**src/rtl/pwrr_pkg.sv**
```systemverilog
package pwrr_pkg;
  localparam int NPORTS  = 4;
  localparam int PHASES  = 128;
  localparam int ENTRY_W = 4;
  localparam int TBL_OFF = 1;   // table offset, 16-byte units
  localparam int ADDR_W  = 8;   // word address width
  localparam int SEL_W   = 3;
  localparam int SEL_LSB = 17;

  localparam logic [SEL_W-1:0] SCH_RR  = 3'd0;
  localparam logic [SEL_W-1:0] SCH_TBL = 3'd3;

  // capability word: [31:24] offset, [9:8] log2 entry width, [3:0] phase support
  function automatic logic [31:0] cap_word();
    logic [31:0] c;
    c = '0;
    for (int i = 0; i < 4; i++)
      if ((32 << i) <= PHASES) c[i] = 1'b1;
    c[9:8]   = 2'($clog2(ENTRY_W));
    c[31:24] = 8'(TBL_OFF);
    return c;
  endfunction

  function automatic int cap_phases(logic [31:0] c);
    if (c[3])      return 256;
    else if (c[2]) return 128;
    else if (c[1]) return 64;
    else if (c[0]) return 32;
    return 0;
  endfunction

  function automatic int cap_entry_w(logic [31:0] c);
    return 1 << c[9:8];
  endfunction

  function automatic int cap_dwords(logic [31:0] c);
    return cap_entry_w(c) * cap_phases(c) / 32;
  endfunction

  localparam logic [31:0] CAP = cap_word();
  localparam int NUM_DW   = cap_dwords(CAP);
  localparam int IDX_W    = $clog2(NUM_DW);
  localparam int PH_W     = $clog2(PHASES);
  localparam int EPD      = 32 / ENTRY_W;
  localparam int EPD_W    = $clog2(EPD);
  localparam int PORT_W   = $clog2(NPORTS);
  localparam int TBL_BASE = TBL_OFF * 4;

  // first requester strictly after 'last', circular
  function automatic logic [NPORTS-1:0] rr_pick(logic [NPORTS-1:0] r, logic [PORT_W-1:0] last);
    logic [NPORTS-1:0] g;
    int idx;
    g = '0;
    for (int k = 1; k <= NPORTS; k++) begin
      idx = (int'(last) + k) % NPORTS;
      if (g == '0 && r[idx]) g[idx] = 1'b1;
    end
    return g;
  endfunction

  function automatic logic [PORT_W-1:0] oh_index(logic [NPORTS-1:0] oh);
    logic [PORT_W-1:0] n;
    n = '0;
    for (int i = 0; i < NPORTS; i++)
      if (oh[i]) n = PORT_W'(i);
    return n;
  endfunction
endpackage

```
**src/rtl/pwrr_regs.sv**
```systemverilog
module pwrr_regs
  import pwrr_pkg::*;
(
  input  logic                        clk,
  input  logic                        rst,
  input  logic                        reg_wr,
  input  logic [ADDR_W-1:0]           reg_addr,
  input  logic [31:0]                 reg_wdata,
  output logic [31:0]                 reg_rdata,
  output logic [SEL_W-1:0]            sel,
  output logic [NUM_DW-1:0][31:0]     active
);
  localparam logic [ADDR_W-1:0] A_CAP  = ADDR_W'(0);
  localparam logic [ADDR_W-1:0] A_CTRL = ADDR_W'(1);
  localparam logic [ADDR_W-1:0] A_STAT = ADDR_W'(2);
  localparam logic [ADDR_W-1:0] A_TB   = ADDR_W'(TBL_BASE);
  localparam logic [ADDR_W-1:0] A_TE   = ADDR_W'(TBL_BASE + NUM_DW);

  logic [NUM_DW-1:0][31:0] staged;
  logic                    busy;
  logic [IDX_W-1:0]        cnt;

  // named events for the checks below
  logic             ctrl_wr, load_go, load_done, tbl_hit, tbl_wr;
  logic [IDX_W-1:0] tbl_idx;
  logic [ADDR_W-1:0] tbl_off;

  assign ctrl_wr   = reg_wr && (reg_addr == A_CTRL);
  assign load_go   = ctrl_wr && reg_wdata[0] && !busy;
  assign load_done = busy && (cnt == IDX_W'(NUM_DW - 1));
  assign tbl_hit   = (reg_addr >= A_TB) && (reg_addr < A_TE);
  assign tbl_wr    = reg_wr && tbl_hit;
  assign tbl_off   = reg_addr - A_TB;
  assign tbl_idx   = tbl_off[IDX_W-1:0];

  always_ff @(posedge clk) begin
    if (rst) begin
      sel    <= '0;
      busy   <= 1'b0;
      cnt    <= '0;
      staged <= '0;
      active <= '0;
    end else begin
      if (ctrl_wr) sel <= reg_wdata[SEL_LSB +: SEL_W];
      if (tbl_wr && !busy) staged[tbl_idx] <= reg_wdata;
      if (load_go) begin
        busy <= 1'b1;
        cnt  <= '0;
      end else if (load_done) begin
        busy   <= 1'b0;
        active <= staged;
      end else if (busy) begin
        cnt <= cnt + 1'b1;
      end
    end
  end

  always_comb begin
    reg_rdata = '0;
    if (reg_addr == A_CAP)       reg_rdata = CAP;
    else if (reg_addr == A_CTRL) reg_rdata = 32'(sel) << SEL_LSB;
    else if (reg_addr == A_STAT) reg_rdata = {31'b0, busy};
    else if (tbl_hit)            reg_rdata = staged[tbl_idx];
  end


  busy_rise_chk: assert property (@(posedge clk) disable iff (rst) load_go |=> busy);

  staged_hold_chk: assert property (@(posedge clk) disable iff (rst) (tbl_wr && busy) |=> $stable(staged));

  active_hold_chk: assert property (@(posedge clk) disable iff (rst) !load_done |=> $stable(active));
endmodule

```
**src/rtl/pwrr_sched.sv**
```systemverilog
module pwrr_sched
  import pwrr_pkg::*;
(
  input  logic                    clk,
  input  logic                    rst,
  input  logic [NPORTS-1:0]       req,
  input  logic [SEL_W-1:0]        sel,
  input  logic [NUM_DW-1:0][31:0] active,
  output logic [NPORTS-1:0]       gnt
);
  logic [PH_W-1:0]    ptr;
  logic [31:0]        cur_word;
  logic [ENTRY_W-1:0] cur_ent;
  logic [NPORTS-1:0]  tbl_gnt, rr_gnt;
  logic [PORT_W-1:0]  last;

  assign cur_word = active[ptr[PH_W-1:EPD_W]];
  assign cur_ent  = ENTRY_W'(cur_word >> (int'(ptr[EPD_W-1:0]) * ENTRY_W));

  for (genvar p = 0; p < NPORTS; p++) begin : g_slot
    assign tbl_gnt[p] = req[p] && (cur_ent == ENTRY_W'(p));
  end

  assign rr_gnt = rr_pick(req, last);

  always_comb begin
    if (sel == SCH_TBL)     gnt = tbl_gnt;
    else if (sel == SCH_RR) gnt = rr_gnt;
    else                    gnt = '0;
  end

  always_ff @(posedge clk) begin
    if (rst) begin
      ptr  <= '0;
      last <= PORT_W'(NPORTS - 1);
    end else begin
      ptr <= (ptr == PH_W'(PHASES - 1)) ? '0 : ptr + 1'b1;
      if (sel == SCH_RR && rr_gnt != '0) last <= oh_index(rr_gnt);
    end
  end


  gnt_onehot_chk: assert property (@(posedge clk) disable iff (rst) $onehot0(gnt));

  gnt_req_chk: assert property (@(posedge clk) disable iff (rst) (gnt & ~req) == '0);

  phase_wrap_chk: assert property (@(posedge clk) disable iff (rst)
    (ptr == PH_W'(PHASES - 1)) |=> (ptr == '0));
endmodule

```
**src/rtl/pwrr_port_arbiter.sv**
```systemverilog
module pwrr_port_arbiter
  import pwrr_pkg::*;
(
  input  logic                clk,
  input  logic                rst,
  input  logic [NPORTS-1:0]   req,
  output logic [NPORTS-1:0]   gnt,
  input  logic                reg_wr,
  input  logic [ADDR_W-1:0]   reg_addr,
  input  logic [31:0]         reg_wdata,
  output logic [31:0]         reg_rdata
);
  logic [SEL_W-1:0]        sel;
  logic [NUM_DW-1:0][31:0] active;

  pwrr_regs u_regs (
    .clk       (clk),
    .rst       (rst),
    .reg_wr    (reg_wr),
    .reg_addr  (reg_addr),
    .reg_wdata (reg_wdata),
    .reg_rdata (reg_rdata),
    .sel       (sel),
    .active    (active)
  );

  pwrr_sched u_sched (
    .clk    (clk),
    .rst    (rst),
    .req    (req),
    .sel    (sel),
    .active (active),
    .gnt    (gnt)
  );
endmodule

```
**config.mk**
```make
export PLATFORM = sky130hd
export DESIGN_NAME = pwrr_port_arbiter
export DESIGN_NICKNAME = d
export VERILOG_FILES = /design/src/rtl/pwrr_pkg.sv /design/src/rtl/pwrr_regs.sv /design/src/rtl/pwrr_sched.sv /design/src/rtl/pwrr_port_arbiter.sv
export SDC_FILE = /design/constraint.sdc
export NUM_CORES = 2
export LEC_CHECK = 0
export CORE_ASPECT_RATIO = 0.75
export CORE_MARGIN = 2
export CORE_UTILIZATION = 30
export DETAILED_ROUTE_END_ITERATION = 8
export DONT_BUFFER_PORTS = 1
export GPL_TIMING_DRIVEN = 1
export HOLD_SLACK_MARGIN = 0.15
export SETUP_SLACK_MARGIN = 0.02
export SLEW_MARGIN = 20
export SYNTH_ARGS = -nofsm -noshare
export SYNTH_HDL_FRONTEND = slang
export SYNTH_SLANG_ARGS = --single-unit
```
**constraint.sdc**
```tcl
create_clock -name clk -period 2.87 [get_ports clk]
set_input_delay 0.1435 -clock clk [delete_from_list [all_inputs] [get_ports clk]]
set_output_delay 0.1435 -clock clk [all_outputs]
set_load 0.02 [all_outputs]
```
# Yosys cells after proc, flatten, opt, wreduce, memory -nomap -nowiden
# Cells that the tools add are included.
[word_totals]
ff_bits = 1041
rom_bits = 0
in_bits = 47
out_inout_bits = 36
latchBits = 0
memories = 0
ramBits = 0
wordCells = 154
[op_classes]
eq_ne = 8
n_mux = 42
addsub = 7
multipliers = 0
div_mod_pow = 0
reduce_logical = 37
bitwise_logic = 9
shifts = 1
n_lt_le_gt_ge = 13
[ops]
columns = ["operator", "count"]
rows = [
  ["$bwmux W512", 1],
  ["$bmux W32 S4", 2],
  ["$mux W32", 7],
  ["$demux W32 S4", 1],
  ["$shr A32 B5 Y4", 1],
  ["$mux W4", 6],
  ["$logic_and A1 B1 Y1", 20],
  ["$logic_not A4 Y1", 4],
  ["$lt A3 B4 Y1 const B", 4],
  ["$mux W1", 15],
  ["$ge A3 B1 Y1 const B", 4],
  ["$or A4 B4 Y4", 3],
  ["$reduce_or A2 Y1", 6],
  ["$lt A4 B5 Y1 const B", 2],
  ["$bmux W1 S2", 4],
  ["$demux W1 S2", 4],
  ["$eq A4 B2 Y1 const B", 2],
  ["$eq A8 B1 Y1 const B", 1],
  ["$eq A8 B2 Y1 const B", 1],
  ["$ge A8 B3 Y1 const B", 1],
  ["$logic_not A8 Y1", 1],
  ["$lt A8 B5 Y1 const B", 1],
  ["$add A7 B1 Y7 const B", 1],
  ["$eq A7 B7 Y1 const B", 1],
  ["other kinds (16)", 24],
]

# Depth between registers and ports, before layout
[depth]
ltp_word = 20
mapped_depth = 14
depth_no_buf = 9

# Hierarchy
# A second synthesis with hierarchy kept.
[unflattened]
hier_cells = 5284
hier_area_um2 = 45935.3
[by_module_without_submodules]
columns = ["module", "n_inst", "seq_area_each_um2", "cells_per_inst", "area_each_um2"]
rows = [
  ["pwrr_regs", 1, 20659.8, 4696, 41205.8],
  ["pwrr_sched", 1, 180.2, 588, 4729.5],
]

# Least setup slack after synthesis
# OpenSTA, ideal clock, no wires.
[synth_path]
path_kind = "input to output"
from = "in reg_addr[2]"
to = "out reg_rdata[10]"
required_time_ns = 2.727
t_arrival_ns = 2.979
slack_ns = -0.252
stages = 9
cell_sequence = "buf_2 > buf_2 > buf_1 > inv_1 > ha_1 > clkbuf_1 > clkbuf_1 > mux4_2 > nor2b_1"
[synth_via]
elab_chain_cells = 7
word_cells_on_any_way = 13
classes_between = "1 x add/sub; 2 x order compare; 2 x eq/ne; 6 x mux; 2 x reduce/logical"
[synth_rtl]
columns = ["element", "line_no", "source"]
rows = [
  ["from (decl)", "pwrr_port_arbiter.sv:9", "input logic [ADDR_W-1:0] reg_addr,"],
  ["$sub A4 B3 Y4", "pwrr_regs.sv:33", "assign tbl_off = reg_addr - A_TB;"],
  ["$bmux W32 S4", "pwrr_regs.sv:63", "else if (tbl_hit) reg_rdata = staged[tbl_idx];"],
  ["$mux W32 (implied by the code)", "pwrr_regs.sv:63", ""],
  ["$mux W32", "pwrr_regs.sv:63", ""],
  ["$mux W32", "pwrr_regs.sv:62", "else if (reg_addr == A_STAT) reg_rdata = {31'b0, busy};"],
  ["$mux W32", "pwrr_regs.sv:61", "else if (reg_addr == A_CTRL) reg_rdata = 32'(sel) << SEL_LSB;"],
  ["$mux W32 *", "pwrr_regs.sv:60", "if (reg_addr == A_CAP) reg_rdata = CAP;"],
  ["to (decl)", "pwrr_port_arbiter.sv:11", "output logic [31:0] reg_rdata"],
]
# Every way passes the cells marked *; elsewhere a longest branch is shown, timed or not. The select of a mux whose other input is x is not followed.

# Final worst setup path
[layout_path]
from = "in rst"
to = "reg u_regs.active[361] (netlist bit)"
[layout_rtl]
columns = ["element", "line_no", "source"]
rows = [
  ["from (decl)", "pwrr_port_arbiter.sv:5", "input logic rst,"],
  ["to (signal assigned)", "pwrr_regs.sv:51", "active <= staged;"],
  ["to (decl)", "pwrr_regs.sv:11", "output logic [NUM_DW-1:0][31:0] active"],
]
# No word-level cell between the ends.

==> impl_summary.txt <==
----------------------------------------------------
[Clock network]
  CTS H-tree depth ... 3
  Max Root-Sink Buffers ... 3
  Clk_lat worst skew ... 730 ps
  TritonCTS clock tree ... yes
  Clock-pin slew on the worst setup and hold paths ... 70 ps
  Root Driver ... sky130_fd_sc_hd__clkbuf_16
  Clock buffer count from CTS ... 94
  Total number of clock tree sinks ... 1041

[Synthesis]
  Post-synthesis sequential element count ... 1041
  Number of distinct library cells after synthesis ... 74
  Per-instance average area after synthesis ... 8.19 sq um
  Async set-or-reset flop fraction in the synthesized netlist ... 0%
  Number of warnings reported in the yosys synthesis log ... 0
  Cell area after synthesis ... 0.0443 sq mm
  Gate count of the mapped netlist ... 5415
  Syn_nets ... 5478
  Post-synthesis sequential area ratio ... 47.0%
  Post-synth EDFFs ... 0
  Most used flip-flop cell after synthesis ... sky130_fd_sc_hd__dfxtp_1

[GRT]
  First-pass GRT wire length ... 278 mm
  GRT overflow ... 0
  Vias in the first global route ... 43300
  Pin count of the biggest net entering global routing ... 1035
  Overall Global Routing Usage ... 24.4%
  Antenna violations before repair ... 14

[STA]
  Final min period ... 6110 ps
  Setup repair after global routing missed its margin ... yes
  Tightest Pin Transition ... 8090 ps
  Slew margin rel. ... -439%
  Fmax ... 164 MHz
  Hold Vio Cnt, Final ... 0
  Worst setup skew after layout ... 21.3 ps
  Total negative slack ... -1257050 ps
  Number of pins with negative max-slew slack in the final report ... 941
  Post-route clock period utilization ... 213%
  Setup violators final ... 731
  Crit path setup slack, layout ... -3240 ps

[Final layout]
  Share of post-route cells with drive strength above 1 ... 11.2%
  Synth-to-Final Area Change ... 40.4%
  Final layout net count ... 6456
  Commonest non-fill, non-tap cells in the layout ... sky130_fd_sc_hd__nand2_1 (2094), sky130_fd_sc_hd__dlygate4sd3_1 (1094), sky130_fd_sc_hd__a21oi_1 (1058)
  Layout fillers ... 14200
  Commonest non-fill, non-tap cell in the layout ... sky130_fd_sc_hd__nand2_1
  Post-route core utilization ... 42.3%

[Place]
  Setup WS pre-CTS ... -905 ps
  Port Buffer Count ... 0
  Dpl hpwl ... 107 mm
  Final GP Congestion ... 0.958

[Pwr]
  Total power of the final layout ... 0.0295 W
  Worst-case vdd ir drop ... 0.408 mV
  Pwr Density ... 475 mW/mm^2
  Leakage Power ... 23.5 nW

[Worst hold path]
  Number of cells on the worst hold path ... 2
  Tightest Hold Check Type ... input pin to register

[Routing]
  WL final ... 190 mm
  Routed vias/inst ... 5.38
  Length of routed met2 wiring ... 80.3 mm
  Average routed wire per standard cell ... 22.5 um
  Post-route DRC ... 0
  M1 WL ... 76.4 mm
  Number of design-rule violations left by the first detailed-router iteration ... 7238
  Met3 layer wire length in the routed design ... 25.0 mm
  Total vias in the final route ... 45500
  Highest routing layer actually used ... met5
  Antenna Violating Nets Remaining ... 0
  Number of search-and-repair iterations in the first detailed-routing pass ... 8

[Status]
  Violated checks ... max-slew violations, negative setup slack
  Status ... finished, violations left

[Critical path]
  Maximum fanout along the worst path ... 1013
  Internal reg-to-reg setup slack ... -60 ps
  Worst Setup Start Kind ... input pin
  Setup CP Type ... input pin to register
  Required time at the worst-slack endpoint ... 3540 ps
  Number of cell instances on the worst register-to-register path ... 8
  Arrival time of data at the critical path endpoint ... 6780 ps
  Kind of end point of the critical path ... register

[Die]
  Number of top-level pins ... 83
  Row cnt ... 122
  Full die area ... 0.151 sq mm
  Floorplan die width ... 448 um
  Vertical extent of the die ... 337 um
  Standard cell core area ... 0.147 sq mm
  Starting density of the core ... 30.1%

[Run]
  Count of max-cap constraint violations ... 0

----------------------------------------------------
## kinds of logic after synthesis
| group | after synthesis | share of synthesized area [%] |
|---|---|---|
| buffers and inverters | 499 | 4.59 |
| xor gates and xnor gates | 6 | 0.119 |
| muxes | 252 | 12.0 |
| DFF | 1041 | 47.0 |
| AOI/OAI and AO/OA | 1206 | 14.5 |
| adders and majority gates | 16 | 0.451 |
| and+or+nand+nor | 2395 | 21.3 |
## where the power goes
group	total (W)	internal (W)	switching (W)
clock network	0.0135	0.00742	0.00607
logic	0.00156	0.000677	0.000886
registers	0.0145	0.0145	0.0000234
total	0.0295	0.0226	0.00698
## critical path, cell delays in order
cell,delay (ps)
sky130_fd_sc_hd__a21oi_1,1710
sky130_fd_sc_hd__dlygate4sd3_1,660
sky130_fd_sc_hd__dlygate4sd3_1,550
## per-stage QoR
| stage | area, sq um | instances | hold WS, ps |
|---|---|---|---|
| floorplan | 44400 | 5415 | 307 |
| global placement | 47300 | 7153 | 283 |
| detailed placement | 47300 | 7153 | 275 |
| CTS | 62000 | 8440 | -424 |
| global route | 62200 | 8458 | 167 |
| finish | 62200 | 8461 | 219 |
## timing repair
action	in CTS	in global routing
gates resized for setup	49	26
hold buffers	1094	2
endpoints found under the setup margin	4	44
pin swaps	17	7
cloned	3	3
buffers inserted	19	8
hold endpoints to repair	1041	22
## cell type report
type | instances | area [sq um] | share of cell area [%]
multi-input combinational | 3875 | 21900 | 35.1
sequential | 1041 | 20900 | 33.5
tap | 1984 | 2480 | 3.99
timing repair buffer | 1365 | 13800 | 22.1
inverter | 16 | 60.1 | 0.0965
clock inverter | 40 | 531 | 0.852
antenna | 9 | 22.5 | 0.0362
clock buffer | 131 | 2660 | 4.28
## cell usage after synthesis (7+ instances only)
master,count,share of area (%)
sky130_fd_sc_hd__nand3_1,25,0.28
sky130_fd_sc_hd__a22oi_1,15,0.25
sky130_fd_sc_hd__nor3_1,67,0.76
sky130_fd_sc_hd__mux4_2,212,11
sky130_fd_sc_hd__a21oi_1,1063,12
sky130_fd_sc_hd__nand2b_1,14,0.20
sky130_fd_sc_hd__mux2i_1,26,0.59
sky130_fd_sc_hd__nor2_1,84,0.71
sky130_fd_sc_hd__mux4_1,10,0.59
sky130_fd_sc_hd__a31oi_1,9,0.13
sky130_fd_sc_hd__nor2b_1,39,0.55
sky130_fd_sc_hd__nand2_1,2108,18
sky130_fd_sc_hd__inv_1,15,0.13
sky130_fd_sc_hd__a2111oi_0,7,0.14
sky130_fd_sc_hd__and2_1,9,0.13
sky130_fd_sc_hd__a211oi_1,21,0.36
sky130_fd_sc_hd__o21ai_0,19,0.21
sky130_fd_sc_hd__buf_2,59,0.67
sky130_fd_sc_hd__ha_1,16,0.45
sky130_fd_sc_hd__dfxtp_1,1041,47
sky130_fd_sc_hd__buf_4,8,0.14
sky130_fd_sc_hd__nor3b_1,18,0.30
sky130_fd_sc_hd__clkbuf_1,406,3.4
sky130_fd_sc_hd__o211ai_1,12,0.20
## path summary, 6_finish.rpt
| check | startpoint | end |
|---|---|---|
| setup reg to reg | u_regs.cnt[0] | u_regs.active[361] |
| setup / recovery | rst | u_regs.active[361] |
| hold reg to reg | u_regs.staged[268] | u_regs.staged[268] |
| hold / removal | rst | u_regs.staged[192] |
## registers in the layout, indices dropped and copies added (netlist names)
register,count
u_regs.sel,3
u_regs.busy,1
u_sched.last,2
u_sched.ptr,7
u_regs.staged,512
u_regs.active,512
u_regs.cnt,4
## routing by layer
metal	vias up	global-route usage (%)
li1	20200	-
met1	22000	33.6
met2	2777	35.7
met3	543	6.87
met4	10	9.91
met5	-	0
No activity file was read; power rests on OpenSTA's default activity.
